**config.mk**
```make
export PLATFORM = sky130hd
export DESIGN_NAME = uart_irq_prio
export DESIGN_NICKNAME = d
export VERILOG_FILES = /design/src/rtl/uart_irq_prio.sv
export SDC_FILE = /design/constraint.sdc
export NUM_CORES = 1
export LEC_CHECK = 0
export BUFFER_PORTS_ARGS = -buffer_cell sky130_fd_sc_hd__buf_2
export CAP_MARGIN = 10
export CORE_AREA = 2 2 39 41
export DETAILED_ROUTE_END_ITERATION = 10
export DIE_AREA = 0 0 41 43
export PLACE_DENSITY = 0.89
export SLEW_MARGIN = 25
export SYNTH_ARGS = -nofsm -noshare
export SYNTH_HDL_FRONTEND = slang
export SYNTH_SLANG_ARGS = --single-unit
```
**constraint.sdc**
```tcl
create_clock -name clk -period 3.9 [get_ports clk]
set_input_delay 0.39 -clock clk [delete_from_list [all_inputs] [get_ports clk]]
set_output_delay 0.39 -clock clk [all_outputs]
set_load 0.01 [all_outputs]
```
**src/rtl/uart_irq_prio.sv**
```systemverilog
module uart_irq_prio #(
  parameter int CNT_W = 5
) (
  input  logic             clk,
  input  logic             rst_n,
  input  logic             fifo_en,
  input  logic             ier_wr,
  input  logic [7:0]       ier_wdata,
  input  logic             id_rd,
  input  logic             thr_wr,
  input  logic             txfifo_rst,
  input  logic             thr_empty,
  input  logic [3:0]       err_flags,
  input  logic             data_ready,
  input  logic [CNT_W-1:0] rx_count,
  input  logic [CNT_W-1:0] rx_trigger,
  input  logic             char_timeout,
  input  logic [3:0]       msr_delta,
  output logic [3:0]       ier_q,
  output logic [7:0]       id_reg,
  output logic             irq
);

  localparam logic [3:0] C_LINE = 4'h6;
  localparam logic [3:0] C_TOUT = 4'hC;
  localparam logic [3:0] C_RXD  = 4'h4;
  localparam logic [3:0] C_TXE  = 4'h2;
  localparam logic [3:0] C_MDM  = 4'h0;
  localparam logic [3:0] C_NONE = 4'h1;

  logic [3:0] en;
  logic       tx_pend;
  logic [3:0] code;

  wire hit_line = en[2] & (|err_flags);
  wire hit_tout = en[0] & char_timeout;
  wire hit_rxd  = en[0] & data_ready & (~fifo_en | (rx_count >= rx_trigger));
  wire hit_txe  = en[1] & tx_pend;
  wire hit_mdm  = en[3] & (|msr_delta);

  always_comb begin
    if (hit_line)      code = C_LINE;
    else if (hit_tout) code = C_TOUT;
    else if (hit_rxd)  code = C_RXD;
    else if (hit_txe)  code = C_TXE;
    else if (hit_mdm)  code = C_MDM;
    else               code = C_NONE;
  end

  wire en_tx_change = ier_wr & (ier_wdata[1] ^ en[1]);

  always_ff @(posedge clk or negedge rst_n) begin
    if (!rst_n) begin
      en      <= '0;
      tx_pend <= 1'b0;
    end else begin
      if (ier_wr) en <= ier_wdata[3:0];
      if (txfifo_rst)                  tx_pend <= 1'b1;
      else if (thr_wr)                 tx_pend <= 1'b0;
      else if (en_tx_change)           tx_pend <= ier_wdata[1] & thr_empty;
      else if (id_rd && code == C_TXE) tx_pend <= 1'b0;
    end
  end

  assign ier_q  = en;
  assign id_reg = {{2{fifo_en}}, 2'b00, code};
  assign irq    = (code != C_NONE);

endmodule

```
Yosys cells after proc, flatten, opt, wreduce, memory -nomap -nowiden
Index checks and enable logic that the tools add are counted.
{"block": "totals", "regBits": 5, "latchBits": 0, "mem_bits_rw": 0, "mem_bits_ro": 0, "inputBits": 36, "wordCells": 29, "n_memories": 0}
{"block": "op_classes", "add_sub_neg": 0, "n_mul": 0, "div": 0, "magnitude_cmp": 1, "n_eq_ne": 2, "shift": 0, "mux": 9, "bitwise": 11, "n_reduce_logical": 4}
{"op": "AND 1 bit", "n": 8}
{"op": "2-to-1 mux 4 bit", "n": 2}
{"op": "OR reduction 4 bit", "n": 2}
{"op": ">= comparator 5 bit", "n": 1}
{"op": "2-to-1 mux 1 bit", "n": 5}
{"op": "== test 4 x 2 -> 1 bit, second input constant", "n": 1}
{"op": "!= test 4 x 1 -> 1 bit, second input constant", "n": 1}
{"op": "nonzero test 4 bit", "n": 1}
{"op": "2-to-1 mux 3 bit", "n": 1}
{"op": "2-to-1 mux 2 bit", "n": 1}
{"op": "logical AND 1 bit", "n": 1}
{"op": "inverter 1 bit", "n": 1}
{"op": "bitwise OR 1 bit", "n": 1}
{"op": "XOR 1 bit", "n": 1}

Depth between registers and ports, before layout
Gate-level depths: netlist of run 1.
{"block": "depth", "depth_word": 13, "depth_mapped": 6, "depth_no_buf": 6}

Worst setup path before layout of run 1
Ideal clock, no wire load.
{"block": "synth_timing", "path_type": "input port to output port", "start": "input port rx_trigger[4]", "end": "output port id_reg[0]", "arrival_ns": 1.427, "path_slack_ns": 2.083, "cell_stages": 5, "n_path_buf": 0, "path_cell_list": "inv_1 -> ha_1 -> and4_2 -> a211oi_2 -> and3_1"}
{"block": "synth_via", "elab_chain_len": 6}
{"element": "start, declared", "line": "16", "text": "input logic [CNT_W-1:0] rx_trigger,"}
{"element": ">= comparator 5 bit", "line": "37", "text": "wire hit_rxd = en[0] & data_ready & (~fifo_en | (rx_count >= rx_trigger));"}
{"element": "bitwise OR 1 bit", "line": "37"}
{"element": "AND 1 bit", "line": "37"}
{"element": "2-to-1 mux 3 bit", "line": "44", "text": "else if (hit_rxd) code = C_RXD;"}
{"element": "2-to-1 mux 4 bit", "line": "43", "text": "else if (hit_tout) code = C_TOUT;"}
{"element": "2-to-1 mux 4 bit", "line": "42", "text": "if (hit_line) code = C_LINE;"}
{"element": "end, declared", "line": "20", "text": "output logic [7:0] id_reg,"}
Every way passes these cells.

Final worst setup path of run 1
{"block": "layout_timing", "start": "input port rx_count[2]", "end": "output port id_reg[0]"}
{"block": "layout_via", "elab_chain_len": 6}
{"element": "start, declared", "line": "15", "text": "input logic [CNT_W-1:0] rx_count,"}
{"element": ">= comparator 5 bit", "line": "37"}
{"element": "bitwise OR 1 bit", "line": "37"}
{"element": "AND 1 bit", "line": "37"}
{"element": "2-to-1 mux 3 bit", "line": "44"}
{"element": "2-to-1 mux 4 bit", "line": "43"}
{"element": "2-to-1 mux 4 bit", "line": "42"}
Every way passes these cells.

==> results.json, run 1 <==
{
  "cap_viol_max_count": 0,
  "ys_async_sr_fraction_pct": 100,
  "drive_above_1_share_pct": 54.7,
  "insertion_delay_ps": 240,
  "post_drt_wl_per_cell_um": 10.6,
  "gp_congestion": 0.711,
  "dp_hpwl_um": 1020,
  "die-width_um": 41,
  "firstDrtPassIters": 4,
  "period_share_pct": 53.5,
  "cp.required_ps": 3510,
  "peakVddDrop_uv": 138,
  "synth_largest_area_cell": "dfrtp_1",
  "tritoncts": "done",
  "instances_no_fill": 111,
  "drv_slew": 0,
  "cts_setup_buffers": 0,
  "htreeDepth": 1,
  "synth-edff-count": 0,
  "antenna_found_initial": 0,
  "area_delta_synth_final_pct": 52.3,
  "rsz0062_at_grt": "no",
  "syn_avg_cell_area_um2": 9.00,
  "clock-root-buffer": "clkbuf_4",
  "cts.clk_slew.worst_paths_ps": 50,
  "rows": 14,
  "critPathKind": "in -> out",
  "clk_path_buf_depth": 2,
  "drcViolationCount": 0,
  "die_area_mm2": 0.00176,
  "cp_max_fo": 4,
  "power_density_mw_per_mm2": 273,
  "drt-total-wl_um": 1180,
  "grt_max_degree": 8,
  "initial_utilization_pct": 33.2,
  "fmax_ghz": 0.480,
  "hold_viol_final": 0,
  "yosys_warnings": 0,
  "period_needed_ps": 2080,
  "hold_class": "in -> reg",
  "ys.flop_type": "dfrtp_1",
  "grt_pass1_vias": 507,
  "synth_area_um2": 459,
  "setup_viol": 0,
  "cts_buffers": 3,
  "portBuffers": 42,
  "synth_top_area_share_pct": 27.2,
  "synth_commonest_cells": "inv_1, dfrtp_1, ha_1",
  "insertedDiodeCount": 0,
  "vias": 538,
  "synthCells": 51,
  "arrival_ps": 1690,
  "end_kind": "output pin",
  "fin_tns_setup_ps": 0,
  "synthMostInstantiatedCell": "inv_1",
  "yosysSeqAreaShare_pct": 27.2,
  "synth_cell_types": 24,
  "worstSetupStartpointType": "input pin",
  "grt_first_pass_wirelength_um": 1840,
  "vias_per_cell": 4.85,
  "pin_count": 49,
  "status": "finished, final reports clean",
  "detail-route-antenna-nets": 0,
  "core_mm2": 0.00138,
  "hold_buffers": 1,
  "dieHeight_um": 43,
  "fillers": 138,
  "leakage_nw": 0.391,
  "overflow": 0,
  "yosys-top-cells-area": "dfrtp_1, ha_1, mux2_2",
  "cts_resized": 0,
  "final_nets": 137,
  "cts_num_sinks": 5,
  "power.total_w": 0.000191,
  "final.setup_skew_ps": 3.25,
  "dp_cells": 106,
  "grt_usage_pct": 15.7,
  "drt_iter0_drc": 7,
  "ys_ff_latch": 5
}
routing by layer:
metal	part of all wire [%]	wire (um)	global-route usage, %	vias up
met2	54	641	26.6	32
li1	-	-	-	265
met1	36	421	15.7	239
met4	1.0	12	12.0	0
met3	9.0	106	2.09	2
met5	0	0	0	-
kinds of logic (layout without fill, tap and decap cells):
group                      Yosys count  after routing  share of synthesized area (%)
AOI/OAI and AO/OA                   12             12                           19.3
xor gates and xnor gates             1              1                           1.91
adders and majority gates            5              5                           13.6
buffers and inverters               11             54                           12.3
DFF                                  5              5                           27.2
muxes                                5              5                           12.0
other                                1              2                          0.817
and+or+nand+nor                     11             11                           12.8
placed cells by master (no fill, tap or decap), types with 2 or more instances in the layout:
master / n
buf_2: 42
inv_1: 7
ha_1: 5
dfrtp_1: 5
nand2_1: 4
mux2_2: 4
o21ai_0: 3
clkbuf_4: 3
a21oi_1: 2
nor2_1: 2
conb_1: 2
per-stage QoR:
| stage | util [%] | setup WS [ps] | hold WS (ps) | instance area [um^2] |
|---|---|---|---|---|
| finish | 50.5 | 1820 | 368 | 699 |
| detailed placement | 47.9 | 1800 | 208 | 663 |
| global route | 50.5 | 1690 | 385 | 699 |
| CTS | 50.5 | 1800 | 359 | 699 |
| global placement | 47.9 | 1810 | 206 | 663 |
| floorplan | - | 2080 | 94.4 | 463 |
sequential cells by signal, summed over array words and instances, names as in the netlist:
name,flops
ier_q,4
tx_pend,1
worst max-delay path: stages:
cell	delay, ps
buf_2	100
ha_1	290
a21oi_1	120
o21ai_0	140
a211oi_2	330
and3_1	200
buf_2	120
cell type report:
cell class / count / area [um^2] / area share, %
clock buffer: 4 / 26.3 / 3.76
timing repair buffer: 43 / 220 / 31.5
tap: 16 / 20.0 / 2.86
multi-input combinational: 36 / 282 / 40.3
sequential: 5 / 125 / 17.9
inverter: 7 / 26.3 / 3.76
power breakdown:
part | total (W) | switching, W | internal [W]
registers | 0.0000633 | 0.00000589 | 0.0000574
logic | 0.0000671 | 0.0000319 | 0.0000351
clock network | 0.0000606 | 0.0000219 | 0.0000387
total | 0.000191 | 0.0000597 | 0.000131
worst paths after layout:
check,from,to,slack (ps),depth (start not counted)
max,rx_count[2],id_reg[0],1820,7
min,id_rd,tx_pend,370,2
max reg2reg,ier_q[1],tx_pend,2560,4
min reg2reg,ier_q[2],ier_q[2],540,1
max in group asynchronous,rst_n,ier_q[0],3270,2
min in group asynchronous,rst_n,tx_pend,500,2
Note: power is estimated with default switching activity, not from simulation.
==> inputs of run 2 (changes only) <==
- CORE_AREA: 2 2 39 41 -> unset
- CORE_MARGIN: unset -> 2
- CORE_UTILIZATION: unset -> 33
- DIE_AREA: 0 0 41 43 -> unset
- PLACE_DENSITY: 0.89 -> 0.86
- clock period: 3.9 -> 2 ns (I/O delays scaled with it)
==> run 2 against run 1 <==
Effect of this change:
- clock skew is 3.2 ps lower
- core utilization is 3.1 points higher
- die area is 3.3% lower
- final area is 0.18% lower
- count of clock-buffer cells in the layout stayed put
- setup slack worse by 1600 ps
- total power is 96% higher
- largest power group unchanged
- worst hold slack worse by 180 ps
==> results.json, run 2 (synthesized netlist as in run 1, its figures left out) <==
{
  "dp_hpwl_um": 1090,
  "dieHeight_um": 41.3,
  "cts_num_sinks": 5,
  "grt_usage_pct": 17.1,
  "cts.clk_slew.worst_paths_ps": 40,
  "final_nets": 137,
  "cts_resized": 0,
  "portBuffers": 42,
  "tritoncts": "done",
  "fmax_ghz": 0.566,
  "htreeDepth": 1,
  "max_stage_delay_ps": 410,
  "leakage_nw": 0.391,
  "setup_viol": 0,
  "largest_reg_flops": 4,
  "clock-root-buffer": "clkbuf_4",
  "drcViolationCount": 0,
  "detail-route-antenna-nets": 0,
  "crit_chain": "and4_2, a211oi_2, and3_1, buf_2",
  "period_needed_ps": 1770,
  "worstSetupStartpointType": "flop",
  "period_share_pct": 88.3,
  "critPathKind": "reg -> out",
  "drive_above_1_share_pct": 54.7,
  "rows": 13,
  "grt_pass1_vias": 484,
  "insertion_delay_ps": 250,
  "slowest_stage": "dfrtp_1",
  "arrival_ps": 1570,
  "most-common-layout-cells": "buf_2, inv_1, ha_1, dfrtp_1",
  "insertedDiodeCount": 0,
  "vias_per_cell": 4.97,
  "clk_path_buf_depth": 2,
  "drt-total-wl_um": 1270,
  "grt_max_degree": 8,
  "end_kind": "output pin",
  "drt_iter0_drc": 8,
  "cts_buffers": 3,
  "pin_count": 49,
  "fin_tns_setup_ps": 0,
  "cts_setup_buffers": 0,
  "hold_viol_final": 0,
  "antenna_found_initial": 0,
  "layout_commonest_cell": "buf_2",
  "cp_max_fo": 5,
  "core_mm2": 0.00130,
  "final.setup_skew_ps": 0.0703,
  "drv_slew": 0,
  "gp_congestion": 0.701,
  "area_delta_synth_final_pct": 52.0,
  "cap_viol_max_count": 0,
  "rsz0062_at_grt": "no",
  "power_density_mw_per_mm2": 537,
  "cp.required_ps": 1800,
  "die_area_mm2": 0.00171,
  "initial_utilization_pct": 35.3,
  "vias": 547,
  "overflow": 0,
  "die-width_um": 41.3,
  "power.total_w": 0.000375,
  "firstDrtPassIters": 4,
  "grt_first_pass_wirelength_um": 1850,
  "status": "finished, final reports clean",
  "post_drt_wl_per_cell_um": 11.6,
  "r2r_slack_ps": 590,
  "peakVddDrop_uv": 363,
  "hold_class": "in -> reg"
}
run 2: cell counts in the layout (fill, tap and decap cells not counted):
Identical to the previous run, type by type.
run 2: worst max-delay path, delay by kind of cell (launching register included):
family	cells	cell delay (ps)
compound gates	1	340
simple gates	2	450
buf+inv	1	130
flops	1	410
run 2: where the power goes:
part	switching, W	internal [W]	total [W]
combinational	0.0000641	0.0000684	0.000132
clock	0.0000424	0.0000755	0.000118
sequential	0.0000121	0.000112	0.000124
run 2: path summary, 6_finish.rpt:
path,from,to,cells after the start
max,ier_q[0],id_reg[0],4
min,ier_wdata[0],ier_q[0],2
max reg2reg,ier_q[1],tx_pend,4
min reg2reg,ier_q[2],ier_q[2],1
max in group asynchronous,rst_n,ier_q[2],2
min in group asynchronous,rst_n,ier_q[3],2
run 2: metal layers:
metal,GRT usage (%),part of all wire [%],up-vias
li1,-,-,268
met1,17.6,37,242
met2,33.2,52,35
met3,3.19,9.6,2
met4,7.26,1.6,0
met5,0,0,-
run 2: cell type report:
type | count | area (um^2)
fill | 135 | 603
multi-input combinational | 36 | 282
timing repair buffer | 43 | 220
sequential | 5 | 125
clock buffer | 4 | 26.3
inverter | 7 | 26.3
tap | 15 | 18.8
run 2: timing repair:
action,CTS,global route
hold endpoints to repair,5,0
endpoints found under the setup margin,0,0
hold buffers,1,0
run 2: stage by stage:
stage | std cells | setup WS (ps) | instance area (um^2) | utilization (%) | hold WS (ps)
2_1_floorplan | 52 | 563 | 463 | - | -95.6
3_3_place_gp | 105 | 301 | 662 | 50.9 | 15.0
3_5_place_dp | 105 | 278 | 662 | 50.9 | 20.4
4_1_cts | 110 | 214 | 698 | 53.7 | 176
5_1_grt | 110 | 140 | 698 | 53.7 | 196
6_report | 110 | 233 | 698 | 53.7 | 185
==> inputs of run 3 (changes only) <==
- ABC_AREA: unset -> 1
- CORE_UTILIZATION: 33 -> 31
- GPL_TIMING_DRIVEN: unset -> 0
- PLACE_DENSITY: 0.86 -> 0.82
- clock period: 2 -> 1.61 ns (I/O delays scaled with it)
==> run 3 against run 2 <==
Effect of this change:
- register-to-register slack barely moved
- setup slack worse by 95 ps
- first-iteration DRC count fell by 88%
- total power grew 29%
- global-route usage down 3.2 points
- combinational power is 43% higher
- routed wire length down 2.1%
- sequential cell count stayed put
- sequential share of layout area shrank 2.4 points
- clock power up 23%
- area after synthesis increased by 9.0%
- critical path type is now in -> out
- largest power group unchanged
==> results.json, run 3 <==
{
  "die-width_um": 44.2,
  "clock-root-buffer": "clkbuf_4",
  "design_area_um2": 806,
  "seqCellArea_um2": 125,
  "yosysSeqAreaShare_pct": 25.0,
  "core_mm2": 0.00151,
  "layout_commonest_cell": "buf_2",
  "max_stage_delay_ps": 280,
  "antenna_found_initial": 0,
  "ys_ff_latch": 5,
  "placed_area_um2": 734,
  "area_delta_synth_final_pct": 61.0,
  "yosys-top-cells-area": "dfrtp_1, nand2_1, ha_1",
  "synthCells": 76,
  "worstSetupStartpointType": "input pin",
  "tritoncts": "done",
  "vias_per_cell": 4.40,
  "grt_max_degree": 7,
  "leakage_nw": 0.501,
  "gp_congestion": 0.665,
  "firstDrtPassIters": 2,
  "drive_above_1_share_pct": 49.6,
  "dp_hpwl_um": 1080,
  "cts_num_sinks": 5,
  "synthMostInstantiatedCell": "nand2_1",
  "drcViolationCount": 0,
  "drv_slew": 0,
  "period_needed_ps": 1470,
  "initial_utilization_pct": 33.2,
  "drt_iter0_drc": 1,
  "vias": 620,
  "drt-total-wl_um": 1250,
  "overflow": 0,
  "peakVddDrop_uv": 440,
  "rows": 14,
  "portBuffers": 42,
  "grt_usage_pct": 13.9,
  "insertion_delay_ps": 240,
  "final.setup_skew_ps": 0.943,
  "grt_pass1_vias": 588,
  "arrival_ps": 1310,
  "syn_avg_cell_area_um2": 6.59,
  "dieHeight_um": 44.2,
  "post_drt_wl_per_cell_um": 8.84,
  "critPathKind": "in -> out",
  "htreeDepth": 1,
  "cap_viol_max_count": 0,
  "cts_buffers": 3,
  "cts.clk_slew.worst_paths_ps": 40,
  "multiInputGateArea_um2": 320,
  "clk_path_buf_depth": 2,
  "fin_tns_setup_ps": 0,
  "end_kind": "output pin",
  "synth-edff-count": 0,
  "grt_first_pass_wirelength_um": 2020,
  "slowest_stage": "ha_1",
  "power_density_mw_per_mm2": 598,
  "period_share_pct": 91.4,
  "pin_count": 49,
  "insertedDiodeCount": 0,
  "synth_commonest_cells": "nand2_1, inv_1, nor2_1",
  "largest_reg_flops": 4,
  "ys.flop_type": "dfrtp_1",
  "crit_chain": "buf_2, ha_1, inv_1, nand2_1, nand2_1, nand2_1, nand2_1, nand2_1, nand2_2, nand3_2, nor2_2, inv_1, buf_2",
  "setup_viol": 0,
  "fillers": 147,
  "synth_top_area_share_pct": 25.0,
  "cp.required_ps": 1450,
  "synth_area_um2": 500,
  "synth_cell_types": 21,
  "ys_async_sr_fraction_pct": 100,
  "hold_class": "in -> reg",
  "fmax_ghz": 0.680,
  "most-common-layout-cells": "buf_2, nand2_1, inv_1, nor2_1",
  "cp_max_fo": 3,
  "status": "finished, final reports clean",
  "yosys_warnings": 0,
  "detail-route-antenna-nets": 0,
  "die_area_mm2": 0.00195,
  "critPathMostFrequentCell": "nand2_1",
  "synth_largest_area_cell": "dfrtp_1",
  "final_nets": 167,
  "hold_viol_final": 0
}
run 3: power breakdown:
group	internal, W	leakage, nW	switching [W]
Combinational	0.0000944	0.426	0.0000951
Clock	0.0000937	0.0150	0.0000512
Sequential	0.000137	0.0600	0.0000102
Total	0.000325	0.501	0.000156
run 3: metal layers:
layer | part of all wire (%) | GRT usage, % | vias to the layer above | wire, um
li1 | - | - | 323 | -
met1 | 32 | 11.6 | 265 | 404
met2 | 56 | 28.5 | 30 | 699
met3 | 9.9 | 2.86 | 2 | 124
met4 | 1.5 | 9.09 | 0 | 19
met5 | 0 | 0 | - | 0
run 3: metrics by stage:
| stage | hold slack [ps] | util [%] | setup WS (ps) | instances | total power [W] |
|---|---|---|---|---|---|
| after floorplan | -135 | - | 293 | 77 | 0.000244 |
| after global placement | -21.2 | 48.8 | 178 | 135 | 0.000317 |
| after detailed placement | -19.2 | 48.8 | 157 | 135 | 0.000325 |
| after CTS | 121 | 51.2 | 159 | 140 | 0.000479 |
| after global routing | 124 | 53.5 | -29.4 | 141 | 0.000529 |
| final | 131 | 53.5 | 138 | 141 | 0.000482 |
run 3: cell families (layout without fill, tap and decap cells):
group	count (synthesis)	after routing	share of synthesized area, %
other	1	2	0.749
AND/OR/NAND/NOR	40	40	35.5
AO/OA/AOI/OAI	5	5	7.25
flip-flops	5	5	25.0
buffers and inverters	19	67	17.3
XOR/XNOR	1	1	1.75
adder cells (fa/ha/maj)	5	5	12.5
run 3: final cells by class:
class	instances	share of cell area, %
Buffer	4	3.73
Clock buffer	4	3.26
Inverter	15	6.99
Multi-Input combinational cell	53	39.8
Timing Repair Buffer	44	28.3
Sequential cell	5	15.5
Tap cell	16	2.48
run 3: critical path: cells and delay by family:
kind          cells  cell delay [ps]
fa+ha+maj         1              280
buf+inv           4              320
simple gates      8              540
run 3: path summary, 6_finish.rpt:
path                                from       end  slack [ps]  cells past startpoint
max reg2reg                     ier_q[1]   tx_pend         580                      5
max in group asynchronous          rst_n  ier_q[1]        1230                      2
min reg2reg                      tx_pend   tx_pend         500                      2
max                        rx_trigger[0]       irq         140                     13
min                           txfifo_rst   tx_pend         130                      3
min in group asynchronous          rst_n  ier_q[2]         250                      2
run 3: repair_timing:
| item | in CTS | in global routing |
|---|---|---|
| hold buffers | 1 | 0 |
| gates resized for setup | 0 | 5 |
| setup buffers | 0 | 1 |
| hold endpoints to repair | 5 | 0 |
| setup endpoints to repair | 0 | 1 |
